File: config.mk
export PLATFORM = sky130hd
export DESIGN_NAME = sdram_bank_sched
export DESIGN_NICKNAME = d
export VERILOG_FILES = /design/src/rtl/sdram_bank_sched.sv
export SDC_FILE = /design/constraint.sdc
export NUM_CORES = 1
export LEC_CHECK = 0
export ABC_AREA = 1
export BUFFER_PORTS_ARGS = -buffer_cell sky130_fd_sc_hd__buf_2
export CORE_MARGIN = 5
export CORE_UTILIZATION = 49
export DETAILED_ROUTE_END_ITERATION = 10
export GPL_ROUTABILITY_DRIVEN = 0
export PLACE_DENSITY_LB_ADDON = 0.3
export SLEW_MARGIN = 0
export SYNTH_ARGS = -nofsm -noshare
export SYNTH_HDL_FRONTEND = slang
export SYNTH_SLANG_ARGS = --single-unit
File: constraint.sdc
create_clock -name clk -period 3.9 [get_ports clk]
set_input_delay 0.585 -clock clk [delete_from_list [all_inputs] [get_ports clk]]
set_output_delay 0.585 -clock clk [all_outputs]
set_load 0.05 [all_outputs]
File: src/rtl/sdram_bank_sched.sv
module sdram_bank_sched #(
  parameter int BANK_W = 2,
  parameter int ROW_W  = 4,
  parameter int COL_W  = 4,
  parameter int DATA_W = 16,
  parameter int T_RCD  = 2,
  parameter int T_RP   = 2,
  parameter int T_RAS  = 5,
  parameter int T_WR   = 2,
  parameter int T_WTR  = 3,
  parameter int T_RTW  = 2,
  parameter int T_RFC  = 8,
  parameter int T_REFI = 780,
  localparam int AW = ROW_W + BANK_W + COL_W,
  localparam int MW = (ROW_W > COL_W) ? ROW_W : COL_W
) (
  input  logic              clk,
  input  logic              rst_n,
  input  logic              req_valid,
  output logic              req_ready,
  input  logic              req_we,
  input  logic [AW-1:0]     req_addr,
  output logic              wr_take,
  input  logic [DATA_W-1:0] wr_data,
  output logic              rd_valid,
  output logic [DATA_W-1:0] rd_data,
  output logic [2:0]        cmd,
  output logic [BANK_W-1:0] cmd_bank,
  output logic [MW-1:0]     cmd_addr,
  output logic [DATA_W-1:0] cmd_wdata,
  input  logic              phy_rd_valid,
  input  logic [DATA_W-1:0] phy_rd_data
);
  localparam int NB = 1 << BANK_W;
  localparam int TK = BANK_W + 1;
  localparam int RW = $clog2(T_REFI + 1);
  localparam logic [2:0] C_NOP = 3'd0, C_ACT = 3'd1, C_RD = 3'd2,
                         C_WR = 3'd3, C_PRE = 3'd4, C_REF = 3'd5;

  logic [NB-1:0]    sv, swe, bopen, col_ok, pre_ok, act_ok;
  logic [ROW_W-1:0] srow [NB];
  logic [ROW_W-1:0] orow [NB];
  logic [COL_W-1:0] scol [NB];
  logic [TK-1:0]    stk  [NB];
  logic [7:0]       tcnt [NB];
  logic [7:0]       rcnt [NB];
  logic [TK-1:0]    rd_in, wr_in, rd_out, wr_out;
  logic [7:0]       twr, ta, rfc;
  logic [RW-1:0]    refi;
  logic             ref_pend, last_we, all_idle, ref_go;
  logic [2:0]       nxt;
  logic [BANK_W-1:0] sel, in_bank;

  assign in_bank   = req_addr[COL_W +: BANK_W];
  assign req_ready = !sv[in_bank];
  assign wr_take   = (nxt == C_WR);
  assign rd_valid  = phy_rd_valid;
  assign rd_data   = phy_rd_data;

  always_comb begin
    all_idle = 1'b1;
    for (int b = 0; b < NB; b++) begin
      col_ok[b] = sv[b] && bopen[b] && orow[b] == srow[b] && tcnt[b] == 0 &&
                  stk[b] == (swe[b] ? wr_out : rd_out) &&
                  (swe[b] == last_we || ta == 0) && !ref_pend && rfc == 0;
      pre_ok[b] = bopen[b] && rcnt[b] == 0 && tcnt[b] == 0 && twr == 0 && rfc == 0 &&
                  (ref_pend || (sv[b] && orow[b] != srow[b]));
      act_ok[b] = sv[b] && !bopen[b] && tcnt[b] == 0 && !ref_pend && rfc == 0;
      if (tcnt[b] != 0) all_idle = 1'b0;
    end
    ref_go = ref_pend && bopen == '0 && all_idle && rfc == 0;
  end

  always_comb begin
    nxt = C_NOP;
    sel = '0;
    for (int b = NB-1; b >= 0; b--)
      if (act_ok[b]) begin nxt = C_ACT; sel = BANK_W'(b); end
    for (int b = NB-1; b >= 0; b--)
      if (pre_ok[b]) begin nxt = C_PRE; sel = BANK_W'(b); end
    for (int b = NB-1; b >= 0; b--)
      if (col_ok[b] && swe[b] != last_we) begin nxt = swe[b] ? C_WR : C_RD; sel = BANK_W'(b); end
    for (int b = NB-1; b >= 0; b--)
      if (col_ok[b] && swe[b] == last_we) begin nxt = swe[b] ? C_WR : C_RD; sel = BANK_W'(b); end
    if (ref_go) begin nxt = C_REF; sel = '0; end
  end

  always_ff @(posedge clk or negedge rst_n) begin
    if (!rst_n) begin
      sv <= '0; swe <= '0; bopen <= '0;
      for (int b = 0; b < NB; b++) begin
        srow[b] <= '0; orow[b] <= '0; scol[b] <= '0; stk[b] <= '0;
        tcnt[b] <= '0; rcnt[b] <= '0;
      end
      rd_in <= '0; wr_in <= '0; rd_out <= '0; wr_out <= '0;
      twr <= '0; ta <= '0; rfc <= '0; last_we <= 1'b0;
      refi <= RW'(T_REFI - 1); ref_pend <= 1'b0;
      cmd <= C_NOP; cmd_bank <= '0; cmd_addr <= '0; cmd_wdata <= '0;
    end else begin
      for (int b = 0; b < NB; b++) begin
        if (tcnt[b] != 0) tcnt[b] <= tcnt[b] - 8'd1;
        if (rcnt[b] != 0) rcnt[b] <= rcnt[b] - 8'd1;
      end
      if (twr != 0) twr <= twr - 8'd1;
      if (ta  != 0) ta  <= ta  - 8'd1;
      if (rfc != 0) rfc <= rfc - 8'd1;
      if (req_valid && req_ready) begin
        sv[in_bank]   <= 1'b1;
        swe[in_bank]  <= req_we;
        srow[in_bank] <= req_addr[AW-1 -: ROW_W];
        scol[in_bank] <= req_addr[COL_W-1:0];
        stk[in_bank]  <= req_we ? wr_in : rd_in;
        if (req_we) wr_in <= wr_in + TK'(1);
        else        rd_in <= rd_in + TK'(1);
      end
      cmd       <= nxt;
      cmd_bank  <= sel;
      cmd_addr  <= (nxt == C_ACT) ? MW'(srow[sel]) : MW'(scol[sel]);
      cmd_wdata <= wr_data;
      case (nxt)
        C_ACT: begin
          bopen[sel] <= 1'b1; orow[sel] <= srow[sel];
          tcnt[sel] <= 8'(T_RCD - 1); rcnt[sel] <= 8'(T_RAS - 1);
        end
        C_PRE: begin bopen[sel] <= 1'b0; tcnt[sel] <= 8'(T_RP - 1); end
        C_RD: begin
          sv[sel] <= 1'b0; last_we <= 1'b0; rd_out <= rd_out + TK'(1); ta <= 8'(T_RTW - 1);
        end
        C_WR: begin
          sv[sel] <= 1'b0; last_we <= 1'b1; wr_out <= wr_out + TK'(1);
          ta <= 8'(T_WTR - 1); twr <= 8'(T_WR - 1);
        end
        C_REF: begin ref_pend <= 1'b0; rfc <= 8'(T_RFC - 1); end
        default: ;
      endcase
      if (refi == 0) begin ref_pend <= 1'b1; refi <= RW'(T_REFI - 1); end
      else refi <= refi - RW'(1);
    end
  end

  assert_steer_R1: assert property (@(posedge clk) disable iff (!rst_n)
    (req_valid && req_ready) |=> sv[$past(in_bank)]);
  assert_col_open_R2: assert property (@(posedge clk) disable iff (!rst_n)
    (cmd == C_RD || cmd == C_WR) |-> bopen[cmd_bank]);
  assert_act_closed_R3: assert property (@(posedge clk) disable iff (!rst_n)
    (nxt == C_ACT) |-> !bopen[sel]);
  assert_pre_ras_R4: assert property (@(posedge clk) disable iff (!rst_n)
    (nxt == C_PRE) |-> (rcnt[sel] == 0 && twr == 0));
  assert_turn_R5: assert property (@(posedge clk) disable iff (!rst_n)
    ((nxt == C_RD && last_we) || (nxt == C_WR && !last_we)) |-> ta == 0);
  assert_ref_closed_R6: assert property (@(posedge clk) disable iff (!rst_n)
    (cmd == C_REF) |-> bopen == '0);
endmodule

======== After elaboration in Yosys (flattened, before gate mapping) ========
Cells that the tools add are included.
word-level totals
  bits in latches ......................... 0
  RAM bits ................................ 0
  ROM bits ................................ 0
  bits of input ports ..................... 47
  memories ................................ 0
  logic and storage cells ................. 332
  flip-flop bits (word level) ............. 209
cells by class
  multiplexer cells ....................... 96
  $add $sub $neg .......................... 16
  bitwise gates (word level) .............. 14
  divide/modulo/power cells ............... 0
  reduce and logical (&&, ||, !) cells .... 132
  equality and inequality tests ........... 25
  shift operators ......................... 0
  $mul .................................... 0
  order comparisons ....................... 8
operators with widths
  cell                                                                count
  8-bit 2-to-1 mux                                                    14
  8-bit zero test                                                     11
  8-bit nonzero test                                                  11
  8-bit by 1-bit subtractor with 8-bit output, second input constant  11
  1-bit logical AND                                                   84
  3-bit 2-to-1 mux                                                    22
  32-bit 2-to-1 mux                                                   2
  28-bit bitwise AND                                                  2
  28-bit inverter                                                     2
  16-bit bitwise mux                                                  3
  4-bit 2-to-1 mux                                                    9
  2-bit 2-to-1 mux                                                    17
  4-bit binary-select mux with 2-bit select                           2
  4-bit demux with 2-bit select                                       2
  8-bit demux with 2-bit select                                       1
  4-bit equality test                                                 4
  4-bit inequality test                                               4
  4-bit OR                                                            4
  8-bit one-hot mux with 2 select lines                               1
  1-bit 2-to-1 mux                                                    14
  3-bit by 1-bit adder with 3-bit output, second input constant       4
  12-bit bitwise mux                                                  1
  3-bit equality test                                                 4
  10-bit zero test                                                    1
  28 further kinds                                                    61

======== Logic depth before layout (Yosys ltp) ========
  depth in word-level cells ............... 30
  depth in mapped cells ................... 27
  mapped depth without buffers ............ 27

======== Worst setup path after synthesis ========
Ideal clock, no wire load.
  path type ............................... reg2out
  from .................................... reg rfc[0]
  to ...................................... out wr_take
  path slack .............................. 0.941 ns
  stages on the path, launching flop included .. 25
  buffers on the path ..................... 2
  data arrival time ....................... 2.374 ns
  data required time ...................... 3.315 ns
  path through ............................ dfrtp_1 inv_1 ha_1 nand2_2 nor2_8 buf_6 nand3_2 nand2_1 inv_2 nand3_1 nand2_1 inv_2 nand2_1 nand2_1 nand2_1 nand2_1 nand2_1 nand2_1 nand2_1 nand2_2 nand2_4 nand2_4 nand2_2 inv_2 buf_2
between the ends
  longest elaborated chain between the ends .. 20
  elaborated cells on any way between the ends .. 44
  those cells by class .................... eq/ne (1); mux (17); reduce/logical (26)
RTL lines
  item                                                line  source
  start: declaration                                  48    logic [7:0] twr, ta, rfc;
  start signal: assignment                            106   if (rfc != 0) rfc <= rfc - 8'd1;
  8-bit zero test (*)                                 n/a
  1-bit logical AND                                   68    act_ok[b] = sv[b] && !bopen[b] && tcnt[b] == 0 && !ref_pend && rfc == 0;
  1-bit 2-to-1 mux                                    78    if (act_ok[b]) begin nxt = C_ACT; sel = BANK_W'(b); end
  3-bit 2-to-1 mux (3 in series)                      78
  3-bit 2-to-1 mux (4 in series)                      80    if (pre_ok[b]) begin nxt = C_PRE; sel = BANK_W'(b); end
  3-bit 2-to-1 mux (4 in series)                      82    if (col_ok[b] && swe[b] != last_we) begin nxt = swe[b] ? C_WR : C_RD; sel = BANK_W'(b); end
  3-bit 2-to-1 mux (4 in series)                      84    if (col_ok[b] && swe[b] == last_we) begin nxt = swe[b] ? C_WR : C_RD; sel = BANK_W'(b); end
  3-bit 2-to-1 mux (*)                                85    if (ref_go) begin nxt = C_REF; sel = '0; end
  named net nxt[0]                                    51    logic [2:0] nxt;
  3-bit by 2-bit equality test with 1-bit output (*)  56    assign wr_take = (nxt == C_WR);
  end: declaration                                    23    output logic wr_take,
The timed path passes the listed nets; every way through them passes the cells marked *.

======== Final worst setup path ========
Same ends and word-level chain as after synthesis.

==> run_results.csv <==
group,metric,value,unit
clocking,cts_inserted_buffers,24,
yosys,synthFlopType,"dfrtp_1",
yosys,synth-seq-cells,209,
yosys,synth_compound_gate_area_share,7.92,%
clocking,worstSkewPairLatency,530,ps
timing,fin_crit_sh,95.1,%
hold_path,hold_class,"in2async",
clocking,clk_pin_slew,50,ps
power,power_frac_seq,40.3,%
layout,diodes,0,
layout,drive_above_1_share,16.9,%
floorplanning,rows,55,
timing,slew_violations,0,
worst_setup_path,worstSetupStartpoint,"rfc[0]",
yosys,synth_mux_area_share,0.476,%
power,clock_power_share,24.6,%
yosys,synth_top_family_by_area,"simple AND/OR/NAND/NOR gates",
yosys,synth_edf_count,0,
timing,finalSetupViolations,0,
placed_design,numPortBuffers,56,
route,vias,9126,
clocking,cts_tree,"yes",
power,peakVddDrop,0.508,mV
yosys,synth-simple-area-share,30.4,%
route,dr.pass1.iters,5,
layout,seq_area,5240,µm²
layout,syn_to_final_growth,12.6,%
timing,fin_tns_setup,0,ps
route,via_per_inst,5.16,
timing,hold-worst-slack,125,ps
yosys,yosysWarnings,0,
timing,layout_min_cycle_time,3710,ps
yosys,ys_seq_area_share,46.3,%
yosys,async_reset_ff_share,100,%
grt,antenna_found_initial,0,
grt,grt_pass1_vias,9033,
power,power.total,9.12,mW
worst_setup_path,worstPathArrival,3120,ps
layout,layout.cells.non_filler,1770,
timing,skew,23.4,ps
power,netSwitchingPower,3.63,mW
yosys,synth.distinct_cells,58,
route,wl_per_cell,14.5,µm
timing,rsz0062_at_grt,"false",
placed_design,dp_worst_setup_slack,469,ps
grt,grt_pass1_wl,44.3,mm
power,p_int,5.49,mW
layout,final_area,12700,µm²
worst_setup_path,path_max_fanout,12,
worst_setup_path,worstSetupPathType,"reg2out",
worst_setup_path,crit_slowest_cell,"a31oi_1",
power,comb_power_share,35.2,%
grt,grt_usage,20.3,%
worst_setup_path,cpPeakStageDelay,420,ps
clocking,h-tree-depth,1,
worst_setup_path,cp-start-kind,"flip-flop",
power,power_switching_share,39.8,%
clocking,clockBufferDepth,3,
worst_setup_path,r2r_setup_slack,760,ps
worst_setup_path,reg2regPathDepth,19,
floorplanning,fp.dieW,162,µm
timing,worst_slew_pin_slew,855,ps
timing,relSlewSlack,42.9,%
route,antenna_left,0,
worst_setup_path,crit_family,"simple AND/OR/NAND/NOR gates",
timing,hold_violations,0,
layout,multiInputGateArea,5110,µm²
grt,overflow,0,
layout,fin_nets,1532,
route,drtIter0Drc,570,
clocking,cts.sinks,209,
power,powerDensity,716,nW/µm²
worst_setup_path,r2r-start,"ta[0]",
timing,fmax,270,MHz
yosys,synthesis.nets,1465,
route,routed_wl,25.7,mm
grt,grt_max_degree,105,
layout,fin_util,56.1,%
worst_setup_path,cp.required,3310,ps
yosys,synth_area,11300,µm²
layout,n_fill_cell,2102,
worst_setup_path,end_kind,"output pin",
floorplanning,ios,91,
timing,worst_slack,191,ps
floorplanning,die_h,162,µm
route,drc_errors,0,
flow_run,cap_violations,0,
yosys,syn_avg_cell_area,8.08,µm²
worst_setup_path,rr_endpoint,"rcnt[11]",
floorplanning,die_area,26200,µm²
yosys,synth_fa_ha_area_share,1.99,%
clocking,root_buffer,"clkbuf_16",
floorplanning,start_util,49.8,%
placed_design,dpl-instance-area,11800,µm²
yosys,synthCells,1400,
placed_design,dp.cells,1711,
worst_setup_path,crit_buf_inv,5,
power,leakage,6.56,nW
floorplanning,coreArea,22700,µm²
yosys,synth-xor-area-share,4.10,%
placed_design,hpwl,18.6,mm
worst_setup_path,path_cells,"inv_2, ha_1, nand2_2, nor2_8, buf_4, nand4_2, nor3_2, nand2_1, clkinv_2, nand2_1, a31oi_1, nand2_4, nand2_4, inv_6, buf_6",
run_status,status,"complete, no violations",
==> flip-flops by register name (all words and copies together), names as in the netlist, 8 cells and up, named ones only <==
register and count:
cmd_wdata 16, orow 16, rcnt 32, refi 10, rfc 8, scol 16
srow 16, stk 12, ta 8, tcnt 32, twr 8
==> Yosys cell counts, drive strengths merged, types with 7 or more instances <==
library cell / n / area, µm²
inv: 199 / 754
nor4: 8 / 80.1
a21oi: 28 / 151
nand2: 368 / 1510
nand3: 72 / 408
clkbuf: 10 / 37.5
buf: 27 / 205
nor2: 184 / 882
xnor2: 19 / 166
ha: 18 / 225
nand4: 30 / 200
xor2: 34 / 298
dfrtp: 204 / 5100
or2: 7 / 46.3
o21ai: 114 / 574
nor3: 34 / 210
==> layer usage <==
| metal | track usage [%] | vias up | part of all wire (%) | wire, µm |
|---|---|---|---|---|
| met2 | 34.0 | 231 | 48 | 12300 |
| met3 | 3.17 | 51 | 5.0 | 1280 |
| met5 | 0 | - | 0 | 0 |
| met1 | 27.1 | 4274 | 44 | 11400 |
| met4 | 6.61 | 0 | 3.1 | 792 |
| li1 | - | 4570 | - | - |
==> power by group through the flow <==
stage | Sequential [mW] | Clock [mW] | Combinational (mW)
floorplan | 3.58 | 0 | 2.49
global placement | 3.67 | 0 | 3.06
detailed placement | 3.68 | 0 | 3.16
CTS | 3.66 | 2.30 | 3.19
global route | 3.79 | 2.38 | 3.71
finish | 3.67 | 2.24 | 3.21
==> timing repair <==
action                                  4_1_cts  5_1_grt
setup buffers                                 1       14
hold buffers                                  0        0
pin swaps                                     2       10
resized for setup                             2       14
gates cloned                                  0        0
endpoints found under the setup margin        1        1
==> cells by family (layout without fill, tap and decap cells) <==
kind of cell | Yosys count | after routing
compound gates | 162 | 162
xor+xnor | 53 | 53
fa+ha+maj | 18 | 18
buf+inv | 237 | 322
flops | 209 | 209
mux | 5 | 5
simple gates | 716 | 716
==> cells in the final DEF (no fill, tap or decap), drive strengths merged, types with 2 or more instances in the layout <==
master,n
clkbuf,38
nand2,368
mux2i,2
and2,3
dfrtp,204
nand4,30
clkinv,5
dfstp,5
or3,2
nand3,72
nor4,8
xor2,34
mux2,3
a21oi,28
nand3b,5
o21ai,114
a31oi,4
a211oi,4
nor2,184
inv,199
o211ai,5
buf,78
ha,18
xnor2,19
nor3,34
or2,7
nor3b,3
==> worst register-to-register path: cells and delay by family, from the launching register on <==
| kind | cells | cell delay (ps) |
|---|---|---|
| AO/OA/AOI/OAI | 2 | 250 |
| AND/OR/NAND/NOR | 12 | 1690 |
| flip-flops | 1 | 380 |
| adder cells (fa/ha/maj) | 1 | 210 |
| buffers and inverters | 4 | 510 |
==> area by class of cell <==
class | count | share of cell area, %
Tap cell | 285 | 2.80
Sequential cell | 209 | 41.1
Inverter | 200 | 6.00
Clock buffer | 38 | 5.68
Multi-Input combinational cell | 954 | 40.1
Clock inverter | 6 | 0.540
Timing Repair Buffer | 78 | 3.72
==> how the worst max path moves through the flow <==
stage / endpoint / depth (start not counted)
floorplan: wr_take / 24
global placement: wr_take / 15
detailed placement: wr_take / 15
CTS: wr_take / 15
global route: wr_take / 15
finish: wr_take / 15
Power figures use the tool's default switching activity.
